===== src/rtl/spi_regslave_pkg.sv =====
package spi_regslave_pkg;

    localparam int BYTE_W = 8;
    localparam int ADDR_W = BYTE_W - 1;
    localparam int CNT_W  = $clog2(BYTE_W);

    typedef enum logic {
        PH_CMD  = 1'b0,
        PH_DATA = 1'b1
    } phase_e;

    typedef struct packed {
        phase_e              phase;
        logic                is_read;
        logic [CNT_W-1:0]    bit_cnt;
        logic [ADDR_W-1:0]   addr;
        logic [ADDR_W-1:0]   wr_addr;
        logic [BYTE_W-1:0]   rx_sh;
        logic [BYTE_W-1:0]   tx_sh;
        logic [BYTE_W-1:0]   wr_data;
        logic                sdo;
        logic                oe;
        logic                wr_en;
        logic                rd_en;
        logic                sclk_prev;
    } ctrl_state_t;

endpackage


===== src/rtl/spi_rs_sync.sv =====
module spi_rs_sync #(
    parameter int          W       = 3,
    parameter int          STAGES  = 2,
    parameter logic [W-1:0] RST_VAL = '0
) (
    input  logic         clk,
    input  logic         rst_n,
    input  logic [W-1:0] din,
    output logic [W-1:0] dout
);

    logic [W-1:0] stage_d [STAGES];
    logic [W-1:0] stage_q [STAGES];

    generate
        for (genvar s = 0; s < STAGES; s++) begin : g_stage
            if (s == 0) begin : g_first
                always_comb stage_d[s] = din;
            end else begin : g_next
                always_comb stage_d[s] = stage_q[s-1];
            end

            always_ff @(posedge clk or negedge rst_n) begin
                if (!rst_n) stage_q[s] <= RST_VAL;
                else        stage_q[s] <= stage_d[s];
            end
        end
    endgenerate

    assign dout = stage_q[STAGES-1];

endmodule


===== src/rtl/spi_rs_ctrl.sv =====
module spi_rs_ctrl
    import spi_regslave_pkg::*;
(
    input  logic              clk,
    input  logic              rst_n,
    input  logic              sclk_s,
    input  logic              cs_n_s,
    input  logic              sdi_s,
    output logic              sdo,
    output logic              sdo_oe,
    output logic [ADDR_W-1:0] reg_addr,
    output logic              reg_wr_en,
    output logic [BYTE_W-1:0] reg_wdata,
    output logic              reg_rd_en,
    input  logic [BYTE_W-1:0] reg_rdata
);

    localparam logic [CNT_W-1:0] LAST_BIT = CNT_W'(BYTE_W - 1);

    ctrl_state_t st_d, st_q;
    logic        cs_act;
    logic        rise;
    logic        fall;
    logic [BYTE_W-1:0] rx_byte;

    assign cs_act = ~cs_n_s;
    assign rise   = sclk_s & ~st_q.sclk_prev;
    assign fall   = ~sclk_s & st_q.sclk_prev;

    always_comb begin
        st_d           = st_q;
        st_d.wr_en     = 1'b0;
        st_d.rd_en     = 1'b0;
        st_d.sclk_prev = sclk_s;
        st_d.oe        = cs_act;
        rx_byte        = {st_q.rx_sh[BYTE_W-2:0], sdi_s};

        if (!cs_act) begin
            st_d.phase   = PH_CMD;
            st_d.is_read = 1'b0;
            st_d.bit_cnt = '0;
            st_d.tx_sh   = '0;
            st_d.sdo     = 1'b0;
        end else begin
            if (rise) begin
                st_d.rx_sh   = rx_byte;
                st_d.bit_cnt = st_q.bit_cnt + CNT_W'(1);
                if (st_q.bit_cnt == LAST_BIT) begin
                    if (st_q.phase == PH_CMD) begin
                        st_d.phase   = PH_DATA;
                        st_d.is_read = rx_byte[BYTE_W-1];
                        st_d.addr    = rx_byte[ADDR_W-1:0];
                        st_d.rd_en   = rx_byte[BYTE_W-1];
                    end else if (st_q.is_read) begin
                        st_d.addr  = st_q.addr + ADDR_W'(1);
                        st_d.rd_en = 1'b1;
                    end else begin
                        st_d.wr_en   = 1'b1;
                        st_d.wr_addr = st_q.addr;
                        st_d.wr_data = rx_byte;
                        st_d.addr    = st_q.addr + ADDR_W'(1);
                    end
                end
            end else if (fall) begin
                st_d.sdo   = st_q.tx_sh[BYTE_W-1];
                st_d.tx_sh = {st_q.tx_sh[BYTE_W-2:0], 1'b0};
            end
            if (st_q.rd_en) begin
                st_d.tx_sh = reg_rdata;
            end
        end
    end

    always_ff @(posedge clk or negedge rst_n) begin
        if (!rst_n) st_q <= '{phase: PH_CMD, sclk_prev: 1'b0, default: '0};
        else        st_q <= st_d;
    end

    assign sdo       = st_q.sdo;
    assign sdo_oe    = st_q.oe;
    assign reg_wr_en = st_q.wr_en;
    assign reg_rd_en = st_q.rd_en;
    assign reg_wdata = st_q.wr_data;
    assign reg_addr  = st_q.wr_en ? st_q.wr_addr : st_q.addr;

    p_wr_single_r2: assert property (@(posedge clk) disable iff (!rst_n)
        st_q.wr_en |=> !st_q.wr_en);

    p_no_wr_rd_r2: assert property (@(posedge clk) disable iff (!rst_n)
        !(st_q.wr_en && st_q.rd_en));

    p_oe_off_idle_r5: assert property (@(posedge clk) disable iff (!rst_n)
        !cs_act |=> !sdo_oe);

    p_idle_clear_r6: assert property (@(posedge clk) disable iff (!rst_n)
        !cs_act |=> (st_q.bit_cnt == '0 && st_q.phase == PH_CMD && !st_q.wr_en));

    p_wr_needs_cs_r7: assert property (@(posedge clk) disable iff (!rst_n)
        st_q.wr_en |-> $past(cs_act));

endmodule


===== src/rtl/spi_rs_i2c_gate.sv =====
module spi_rs_i2c_gate
    import spi_regslave_pkg::*;
#(
    parameter logic [ADDR_W-1:0] CTRL_ADDR = 7'h6A,
    parameter int                CTRL_BIT  = 4
) (
    input  logic              clk,
    input  logic              rst_n,
    input  logic              wr_en,
    input  logic [ADDR_W-1:0] wr_addr,
    input  logic [BYTE_W-1:0] wr_data,
    output logic              i2c_off
);

    logic off_d, off_q;
    logic hit;

    assign hit = wr_en && (wr_addr == CTRL_ADDR);

    always_comb begin
        off_d = off_q;
        if (hit) off_d = wr_data[CTRL_BIT];
    end

    always_ff @(posedge clk or negedge rst_n) begin
        if (!rst_n) off_q <= 1'b0;
        else        off_q <= off_d;
    end

    assign i2c_off = off_q;

    p_ctrl_update_r9: assert property (@(posedge clk) disable iff (!rst_n)
        hit |=> (i2c_off == $past(wr_data[CTRL_BIT])));

    p_ctrl_hold_r9: assert property (@(posedge clk) disable iff (!rst_n)
        !hit |=> $stable(i2c_off));

endmodule


===== src/rtl/spi_regslave.sv =====
module spi_regslave
    import spi_regslave_pkg::*;
#(
    parameter int                SYNC_STAGES = 2,
    parameter logic [ADDR_W-1:0] CTRL_ADDR   = 7'h6A,
    parameter int                CTRL_BIT    = 4
) (
    input  logic              clk,
    input  logic              rst_n,
    input  logic              spi_sclk,
    input  logic              spi_cs_n,
    input  logic              spi_sdi,
    output logic              spi_sdo,
    output logic              spi_sdo_oe,
    output logic [ADDR_W-1:0] reg_addr,
    output logic              reg_wr_en,
    output logic [BYTE_W-1:0] reg_wdata,
    output logic              reg_rd_en,
    input  logic [BYTE_W-1:0] reg_rdata,
    output logic              i2c_off
);

    localparam int           SYNC_W   = 3;
    localparam logic [2:0]   SYNC_RST = 3'b010;

    logic [SYNC_W-1:0] pins_raw, pins_s;

    assign pins_raw = {spi_sclk, spi_cs_n, spi_sdi};

    spi_rs_sync #(
        .W       (SYNC_W),
        .STAGES  (SYNC_STAGES),
        .RST_VAL (SYNC_RST)
    ) u_sync (
        .clk   (clk),
        .rst_n (rst_n),
        .din   (pins_raw),
        .dout  (pins_s)
    );

    spi_rs_ctrl u_ctrl (
        .clk       (clk),
        .rst_n     (rst_n),
        .sclk_s    (pins_s[2]),
        .cs_n_s    (pins_s[1]),
        .sdi_s     (pins_s[0]),
        .sdo       (spi_sdo),
        .sdo_oe    (spi_sdo_oe),
        .reg_addr  (reg_addr),
        .reg_wr_en (reg_wr_en),
        .reg_wdata (reg_wdata),
        .reg_rd_en (reg_rd_en),
        .reg_rdata (reg_rdata)
    );

    spi_rs_i2c_gate #(
        .CTRL_ADDR (CTRL_ADDR),
        .CTRL_BIT  (CTRL_BIT)
    ) u_gate (
        .clk     (clk),
        .rst_n   (rst_n),
        .wr_en   (reg_wr_en),
        .wr_addr (reg_addr),
        .wr_data (reg_wdata),
        .i2c_off (i2c_off)
    );

endmodule


===== config.mk =====
export PLATFORM = sky130hd
export DESIGN_NAME = spi_regslave
export DESIGN_NICKNAME = d
export VERILOG_FILES = /design/src/rtl/spi_regslave_pkg.sv /design/src/rtl/spi_rs_sync.sv /design/src/rtl/spi_rs_ctrl.sv /design/src/rtl/spi_rs_i2c_gate.sv /design/src/rtl/spi_regslave.sv
export SDC_FILE = /design/constraint.sdc
export NUM_CORES = 1
export LEC_CHECK = 0
export ABC_AREA = 0
export BUFFER_PORTS_ARGS = -buffer_cell sky130_fd_sc_hd__buf_4
export CAP_MARGIN = 15
export CORE_MARGIN = 4
export CORE_UTILIZATION = 60
export DETAILED_ROUTE_END_ITERATION = 6
export HOLD_SLACK_MARGIN = 0.02
export PLACE_DENSITY_LB_ADDON = 0.3
export SLEW_MARGIN = 20
export SYNTH_ARGS = -nofsm -noshare
export SYNTH_HDL_FRONTEND = slang
export SYNTH_SLANG_ARGS = --single-unit

===== constraint.sdc =====
create_clock -name clk -period 4.25 [get_ports clk]
set_input_delay 0.2125 -clock clk [delete_from_list [all_inputs] [get_ports clk]]
set_output_delay 0.2125 -clock clk [all_outputs]
set_load 0.02 [all_outputs]

* Yosys cells after proc, flatten, opt, wreduce, memory -nomap -nowiden *
Cells that the tools add are included.

operators by class
  add/sub/neg operators = 2
  shifts and indexed selects = 0
  reduce and logical (&&, ||, !) cells = 12
  $mul = 0
  equal/unequal tests = 5
  order comparisons = 0
  bitwise logic cells = 6
  div/mod/pow operators = 0
  multiplexer cells = 23

operators with widths
  cell                                           count
  2-to-1 mux 8 bit                               4
  2-to-1 mux 7 bit                               4
  2-to-1 mux 27 bit                              1
  2-to-1 mux 14 bit                              1
  2-to-1 mux 1 bit                               8
  2-to-1 mux 2 bit                               4
  AND reduction 2 bit                            4
  adder 7 x 1 -> 7 bit, second input constant    1
  == test 7 bit, second input constant           1
  AND reduction 3 bit                            2
  nonzero test 2 bit                             3
  2-to-1 mux 5 bit                               1
  AND reduction 5 bit                            1
  != test 2 bit, second input constant           2
  NOT 1 bit                                      4
  adder 3 x 1 -> 3 bit, second input constant    1
  == test 3 bit, second input constant           1
  != test 3 x 2 -> 1 bit, second input constant  1
  nonzero test 3 bit                             1
  AND 1 bit                                      2
  logical AND 1 bit                              1

word-level totals
  memories = 0
  word-level logic and storage cells = 64
  bits in registers = 55
  bits in latches = 0
  memory bits (writable) = 0
  memory bits (read-only) = 0

* Longest topological paths before layout *
Gate-level depths: netlist of run 1.

  depth in word-level cells = 6
  gate-level depth with buffers = 7
  mapped depth without buffers = 5

* Hierarchy *
From an unflattened synthesis of run 1, not the netlist that was laid out.

second synthesis, totals
  cell total of the unflattened synthesis = 198
  area total of the unflattened synthesis = 2,438.6 µm²

by module, submodules not included
  module           seq. area each (µm²)  area an instance (µm²)  cells an instance  instances
  spi_rs_ctrl      1,176.1               2,222.1                 187                1
  spi_rs_sync      152.6                 152.6                   6                  1
  spi_rs_i2c_gate  25.0                  63.8                    5                  1

* Least setup slack after synthesis of run 1 *
No wires, ideal clock.

  kind = flip-flop to flip-flop
  from = reg u_ctrl.st_q[43] in the netlist's numbering
  to = reg u_ctrl.st_q (netlist bit u_ctrl.reg_wdata[4])
  library setup time = 0.125 ns
  path buffers = 2
  stages on the path, launching flop included = 8
  arrival = 1.683 ns
  slack = 2.442 ns
  cell sequence = dfrtp_1 ha_1 ha_1 and4bb_1 buf_4 nand3b_4 buf_6 mux2_4

between the ends
  word-level cells in the longest chain between the ends = 2

ends and longest elaborated chain
  item                           RTL line           text
  start, declared                spi_rs_ctrl.sv:20  ctrl_state_t st_d, st_q;
  start signal, assigned         spi_rs_ctrl.sv:76  else st_q <= st_d;
  == test 3 bit                  spi_rs_ctrl.sv:48  if (st_q.bit_cnt == LAST_BIT) begin
  AND reduction 5 bit (no line)  --

Every way passes these cells.
A chain may end at the register's enable or synchronous reset.

* Worst setup path in the final report of run 1 *
  from = reg u_ctrl.st_q[43] in the netlist's numbering
  to = reg u_ctrl.st_q (netlist bit u_ctrl.reg_wdata[6])

Same word-level chain as after synthesis.

==> results of run 1 <==
## through the flow
stage	hold slack, ns	area (µm²)	std cells	power [mW]	setup slack, ns
global placement	0.275	2720	263	0.657	2.30
CTS	0.149	2900	275	1.08	2.21
finish	0.147	2900	275	1.07	2.21
floorplan	-0.0831	2540	200	0.625	2.44
global route	0.164	2900	275	1.11	2.08
detailed placement	0.289	2720	263	0.666	2.23
## registers in the layout, summed over array words and instances, names as in the netlist
| signal | count |
|---|---|
| u_ctrl.rx_byte | 7 |
| u_gate.i2c_off | 1 |
| u_ctrl.st_q | 28 |
| u_sync.stage_d | 3 |
| u_ctrl.sdo | 1 |
| u_ctrl.sdo_oe | 1 |
| u_ctrl.reg_wdata | 8 |
| u_ctrl.reg_wr_en | 1 |
| u_ctrl.reg_rd_en | 1 |
| u_sync.dout | 3 |
## report_power, final
group	switching [mW]	leakage (nW)	total, mW	internal (mW)
clock	0.161	0.0714	0.412	0.251
sequential	0.0385	0.722	0.585	0.546
combinational	0.0283	0.693	0.0726	0.0443
## tightest hold or removal path, cell delays in order
cell and delay (ns):
buf_4 0.08, nand3_1 0.06, o21ai_0 0.07
## cells in the final DEF, fill, tap and decap left out, types with 2 or more instances in the layout
master         synthesis  layout
nand4_1                2       2
nor2_1                14      14
dlygate4sd3_1          0       4
a21oi_1                2       2
mux2_2                28      28
dfrtp_1               52      52
nor3_1                 4       4
and4_1                 3       3
o21ai_0                5       5
clkbuf_8               0       6
nand3_1                4       4
ha_1                   4       4
bufinv_16              0       2
nand2b_1               2       2
and3_1                 2       2
nor2b_1                6       6
nand2_1                6       6
inv_1                  5       5
dfstp_2                2       2
mux2_4                 9       9
buf_4                  9      32
nand3b_1               2       2
mux2i_1               15      15
## cell type report
class                   instances  area share [%]
repair buffers                 36            9.66
clock inverters                 2            2.07
inverters                       5           0.647
clock buffers                   6            2.85
multi-input cells             122            36.0
well taps                      50            2.16
flip-flops and latches         54            46.7
## layer usage
metal / wire, µm / vias to the layer above / GRT usage (%)
met2: 2000 / 37 / 27.5
met1: 1920 / 742 / 23.3
li1: - / 739 / -
met3: 239 / 8 / 4.96
met4: 74 / 0 / 4.92
met5: 0 / - / 0
## kinds of logic (layout without fill, tap and decap cells)
kind of cell / after synthesis / count (layout)
flip-flops: 54 / 54
AND/OR/NAND/NOR: 53 / 53
multiplexers: 52 / 52
buffers and inverters: 24 / 49
AO/OA/AOI/OAI: 12 / 12
adder cells (fa/ha/maj): 4 / 4
XOR/XNOR: 1 / 1
## timing repair
item | CTS | global route
endpoints found under the setup margin | 0 | 0
endpoints found under the hold margin | 55 | 0
setup buffers | 0 | 0
hold buffers | 4 | 0
## worst min path at each step
stage / end / depth (start not counted) / slack (ns) / from
after global routing: u_ctrl.st_q[13] / 3 / 0.16 / reg_rdata[0]
after detailed placement: u_ctrl.st_q[30] / 1 / 0.29 / rst_n
final: u_ctrl.st_q[13] / 3 / 0.15 / reg_rdata[0]
after floorplan: u_ctrl.reg_rd_en / 0 / -0.08 / rst_n
after CTS: u_ctrl.st_q[13] / 3 / 0.15 / reg_rdata[0]
after global placement: u_ctrl.st_q[30] / 1 / 0.28 / rst_n
==> results.sh, run 1 <==
export IMPL_status="finished, final reports clean"
export IMPL_hp_class="in2reg"
export IMPL_synth_top_cell_area_share_pct=51.2
export IMPL_ys_top_cells_by_count="dfrtp_1 (52), mux2_2 (28), mux2i_1 (15), nor2_1 (14)"
export IMPL_totalWireLength_um=4230
export IMPL_grt_max_degree=55
export IMPL_p_leak_nw=1.49
export IMPL_drive_above_1_share_pct=36.4
export IMPL_synth_compound_area_share_pct=2.91
export IMPL_cts_tree="done"
export IMPL_multi_input_area_um2=1040
export IMPL_dp_hpwl_um=3030
export IMPL_start_kind="flip-flop"
export IMPL_fp_row_count=23
export IMPL_finalCriticalPeriod_ns=2.04
export IMPL_synth_edf_count=0
export IMPL_critical_path_top_delay_family="simple AND/OR/NAND/NOR gates"
export IMPL_muxShareOfSynthArea_pct=23.6
export IMPL_finalSetupViolations=0
export IMPL_slew_viol_final=0
export IMPL_rsz0062_at_grt="false"
export IMPL_worstRegToRegCells=5
export IMPL_path_class="reg2reg"
export IMPL_cts_max_path_buffers=2
export IMPL_path_cells="ha_1 -> ha_1 -> and4bb_1 -> nand3b_4 -> mux2_4"
export IMPL_area_delta_synth_final_pct=14.2
export IMPL_cts_clk_slew_worst_paths_ns=0.09
export IMPL_start_util_pct=62.6
export IMPL_detail_route_antenna_nets=0
export IMPL_first_iter_violations=70
export IMPL_route_detailed_drc=0
export IMPL_drv_cap=0
export IMPL_n_antenna_cell=0
export IMPL_grt_pass1_vias=1552
export IMPL_grt_pass1_wl_um=7200
export IMPL_vias_per_cell=5.55
export IMPL_rrSetupSlack_ns=2.21
export IMPL_worstPathArrival_ns=2.23
export IMPL_synth_top_family_by_area="multiplexers"
export IMPL_yosys_area_share_adder_pct=1.97
export IMPL_ios=33
export IMPL_max_vdd_ir_drop_v=0.000270
export IMPL_ys_top_cells_by_area="dfrtp_1 (51%), mux2_2 (12%), mux2i_1 (5.9%)"
export IMPL_synth_nets=217
export IMPL_n_fill_cell=279
export IMPL_root_buffer="clkbuf_8"
export IMPL_worst_pin_slew_ns=0.658
export IMPL_drt_pass1_iter_count=4
export IMPL_synth_ff_type="dfrtp_1"
export IMPL_crit_path_max_fanout=16
export IMPL_setup_worst_path_end="u_ctrl.reg_wdata[6]"
export IMPL_crit_slowest_cell="and4bb_1"
export IMPL_vias=1526
export IMPL_powerDensity_nw_per_um2=369
export IMPL_die_w_um=73.1
export IMPL_cpMostUsedCell="ha_1"
export IMPL_cp_end_kind="flip-flop"
export IMPL_final_hold_viol_count=0
export IMPL_r2r_end="u_ctrl.reg_wdata[6]"
export IMPL_worstPathRequired_ns=4.45
export IMPL_coreArea_um2=4060
export IMPL_routedWlPerCell_um=15.4
export IMPL_routabilityCongestion=0.810
export IMPL_ys_warn_count=0
export IMPL_cp_depth=5
export IMPL_nets=241
export IMPL_antenna_found_initial=0
export IMPL_seqCellArea_um2=1350
export IMPL_maxSlewHeadroom_pct=56.1
export IMPL_grt_overflow=0
export IMPL_synth_most_common_cell="dfrtp_1"
export IMPL_dieArea_um2=5340
export IMPL_fin_crit_sh_pct=47.9
export IMPL_numCtsBuffers=5
export IMPL_synth_xor_area_share_pct=0.345
export IMPL_cts_htree_levels=2
export IMPL_finClkSkew_ns=0.00268
export IMPL_yosysTopAreaCell="dfrtp_1"
export IMPL_netlist_area_um2=2540
export IMPL_synth_cell_type_count=37
export IMPL_port_buffers=32
export IMPL_clkLatencyLatePin_ns=0.30
export IMPL_grtUsageTotal_pct=17.3
export IMPL_synthSimpleGateAreaFrac_pct=12.2
export IMPL_ys_seq_area_share_pct=53.3
export IMPL_synth_cells=200
export IMPL_fin_util_pct=71.5
export IMPL_avgSynthCellArea_um2=12.7
export IMPL_cp_num_buf_inv=0
export IMPL_finalSetupTns_ns=0
export IMPL_clock_sinks=54
export IMPL_crit_start="u_ctrl.st_q[43]"
export IMPL_max_stage_delay_ns=0.48
export IMPL_worstReg2RegStart="u_ctrl.st_q[43]"
export IMPL_cts_repair_resized=0
export IMPL_die_h_um=73.1
export IMPL_fmax_ghz=0.491
export IMPL_ys_ff_latch=54
export IMPL_synthArstFlopShare_pct=100
Power figures use the tool's default switching activity.
==> run 2: changes to the inputs <==
Settings changed: CORE_UTILIZATION 60 to 51.
Clock period 4.25 ns to 1.7 ns, I/O delays scaled along.
==> run 2 against run 1 <==
Compared with the run above:
- the run now ends with setup timing left
- final cell count is 12% higher
- maximum frequency is 18% higher
- utilization is 7.1 points lower
- sequential cell count stayed put
- cell area is 6.2% higher
==> results.sh, run 2 (synthesis results as in run 1) <==
export IMPL_status="finished with violations"
export IMPL_violations="setup timing"
export IMPL_rsz0062_at_grt="true"
export IMPL_slew_viol_final=0
export IMPL_setup_slack_ns=-0.0264
export IMPL_routedWlPerCell_um=14.8
export IMPL_grt_max_degree=55
export IMPL_grt_overflow=0
export IMPL_powerDensity_nw_per_um2=814
export IMPL_finalCriticalPeriod_ns=1.73
export IMPL_fp_row_count=25
export IMPL_hp_class="in2reg"
export IMPL_worst_pin_slew_ns=0.657
export IMPL_nets=256
export IMPL_worstPathArrival_ns=1.93
export IMPL_drt_pass1_iter_count=4
export IMPL_first_iter_violations=106
export IMPL_crit_path_max_fanout=6
export IMPL_worstPathRequired_ns=1.91
export IMPL_route_detailed_drc=0
export IMPL_finClkSkew_ns=0.00923
export IMPL_final_cell_mix="dfrtp_1 (52), buf_4 (43), mux2_2 (23), mux2i_1 (15)"
export IMPL_totalWireLength_um=4530
export IMPL_n_fill_cell=375
export IMPL_final_common_cell="dfrtp_1"
export IMPL_cts_tree="done"
export IMPL_ios=33
export IMPL_port_buffers=32
export IMPL_cts_max_path_buffers=2
export IMPL_grt_pass1_wl_um=7570
export IMPL_seqCellArea_um2=1350
export IMPL_grtUsageTotal_pct=15.6
export IMPL_clkLatencyLatePin_ns=0.31
export IMPL_fin_crit_sh_pct=102
export IMPL_clock_sinks=54
export IMPL_regMostFlops="u_ctrl.st_q"
export IMPL_cts_clk_slew_worst_paths_ns=0.10
export IMPL_routabilityCongestion=0.724
export IMPL_max_vdd_ir_drop_v=0.000404
export IMPL_antenna_found_initial=0
export IMPL_p_leak_nw=1.57
export IMPL_whs_ns=0.153
export IMPL_dieArea_um2=6170
export IMPL_vias_per_cell=5.07
export IMPL_coreArea_um2=4790
export IMPL_cts_htree_levels=2
export IMPL_fmax_ghz=0.579
export IMPL_area_delta_synth_final_pct=21.3
export IMPL_fin_util_pct=64.4
export IMPL_start_util_pct=53.1
export IMPL_grt_pass1_vias=1553
export IMPL_finalSetupTns_ns=-0.178
export IMPL_die_h_um=78.6
export IMPL_drv_cap=0
export IMPL_final_hold_viol_count=0
export IMPL_vias=1558
export IMPL_multi_input_area_um2=1080
export IMPL_root_buffer="clkbuf_8"
export IMPL_path_class="reg2reg"
export IMPL_detail_route_antenna_nets=0
export IMPL_n_antenna_cell=0
export IMPL_dp_hpwl_um=3010
export IMPL_die_w_um=78.6
export IMPL_finalSetupViolations=14
export IMPL_cp_end_kind="flip-flop"
export IMPL_largest_reg_flops=28
export IMPL_start_kind="flip-flop"
export IMPL_numCtsBuffers=5
export IMPL_maxSlewHeadroom_pct=56.2
export IMPL_drive_above_1_share_pct=40.8
[run 2: routing by layer]
metal	routed length (µm)	up-vias	track usage [%]
li1	-	764	-
met4	88	0	5.77
met1	2110	753	21.3
met5	0	-	0
met3	196	9	3.56
met2	2140	32	24.4
[run 2: worst max-delay path: stages (launching register included)]
cell and delay (ns):
dfrtp_1 0.40, ha_2 0.21, ha_4 0.16, and4bb_2 0.25, nand3b_4 0.14, buf_12 0.14
mux2_2 0.32
[run 2: per-stage QoR]
step	area, µm²	power, mW	setup WS, ns	std cells
4_1_cts	3020	2.52	-0.0204	304
5_1_grt	3080	2.61	-0.0734	307
3_5_place_dp	2820	1.66	-0.0642	288
3_3_place_gp	2820	1.65	0.00703	288
2_1_floorplan	2560	1.56	-0.0176	200
6_report	3080	2.51	-0.0264	307
[run 2: cell type report]
cell class              count  area share, %
well taps                  67           2.72
multi-input cells         122           35.0
clock buffers               6           2.35
repair buffers             51           14.2
flip-flops and latches     54           43.9
inverters                   5          0.609
clock inverters             2           1.22
[run 2: path summary, 6_finish.rpt]
kind,slack (ns),cells past startpoint,to,start
worst min-delay path,0.15,4,u_ctrl.st_q[14],reg_rdata[1]
max in group asynchronous,0.91,2,u_ctrl.st_q[19],rst_n
worst min register to register,0.36,0,u_sync.dout[1],u_sync.stage_d[1]
worst max register to register,-0.03,6,u_ctrl.reg_wdata[0],u_ctrl.st_q[43]
min in group asynchronous,0.34,2,u_ctrl.st_q[38],rst_n
worst max-delay path,-0.03,6,u_ctrl.reg_wdata[0],u_ctrl.st_q[43]
[run 2: where the power goes]
group          internal, mW  total [mW]  switching (mW)
Clock                 0.440       0.847           0.408
Sequential             1.37        1.45          0.0894
Combinational         0.122       0.206          0.0835
Total                  1.93        2.51           0.581
[run 2: timing repair]
| action | 4_1_cts | 5_1_grt |
|---|---|---|
| endpoints found under the setup margin | 15 | 15 |
| gates resized for setup | 0 | 6 |
| pin swaps | 0 | 1 |
| hold buffers | 5 | 0 |
| cloned | 0 | 1 |
| hold endpoints to repair | 56 | 0 |
| setup buffers | 3 | 2 |
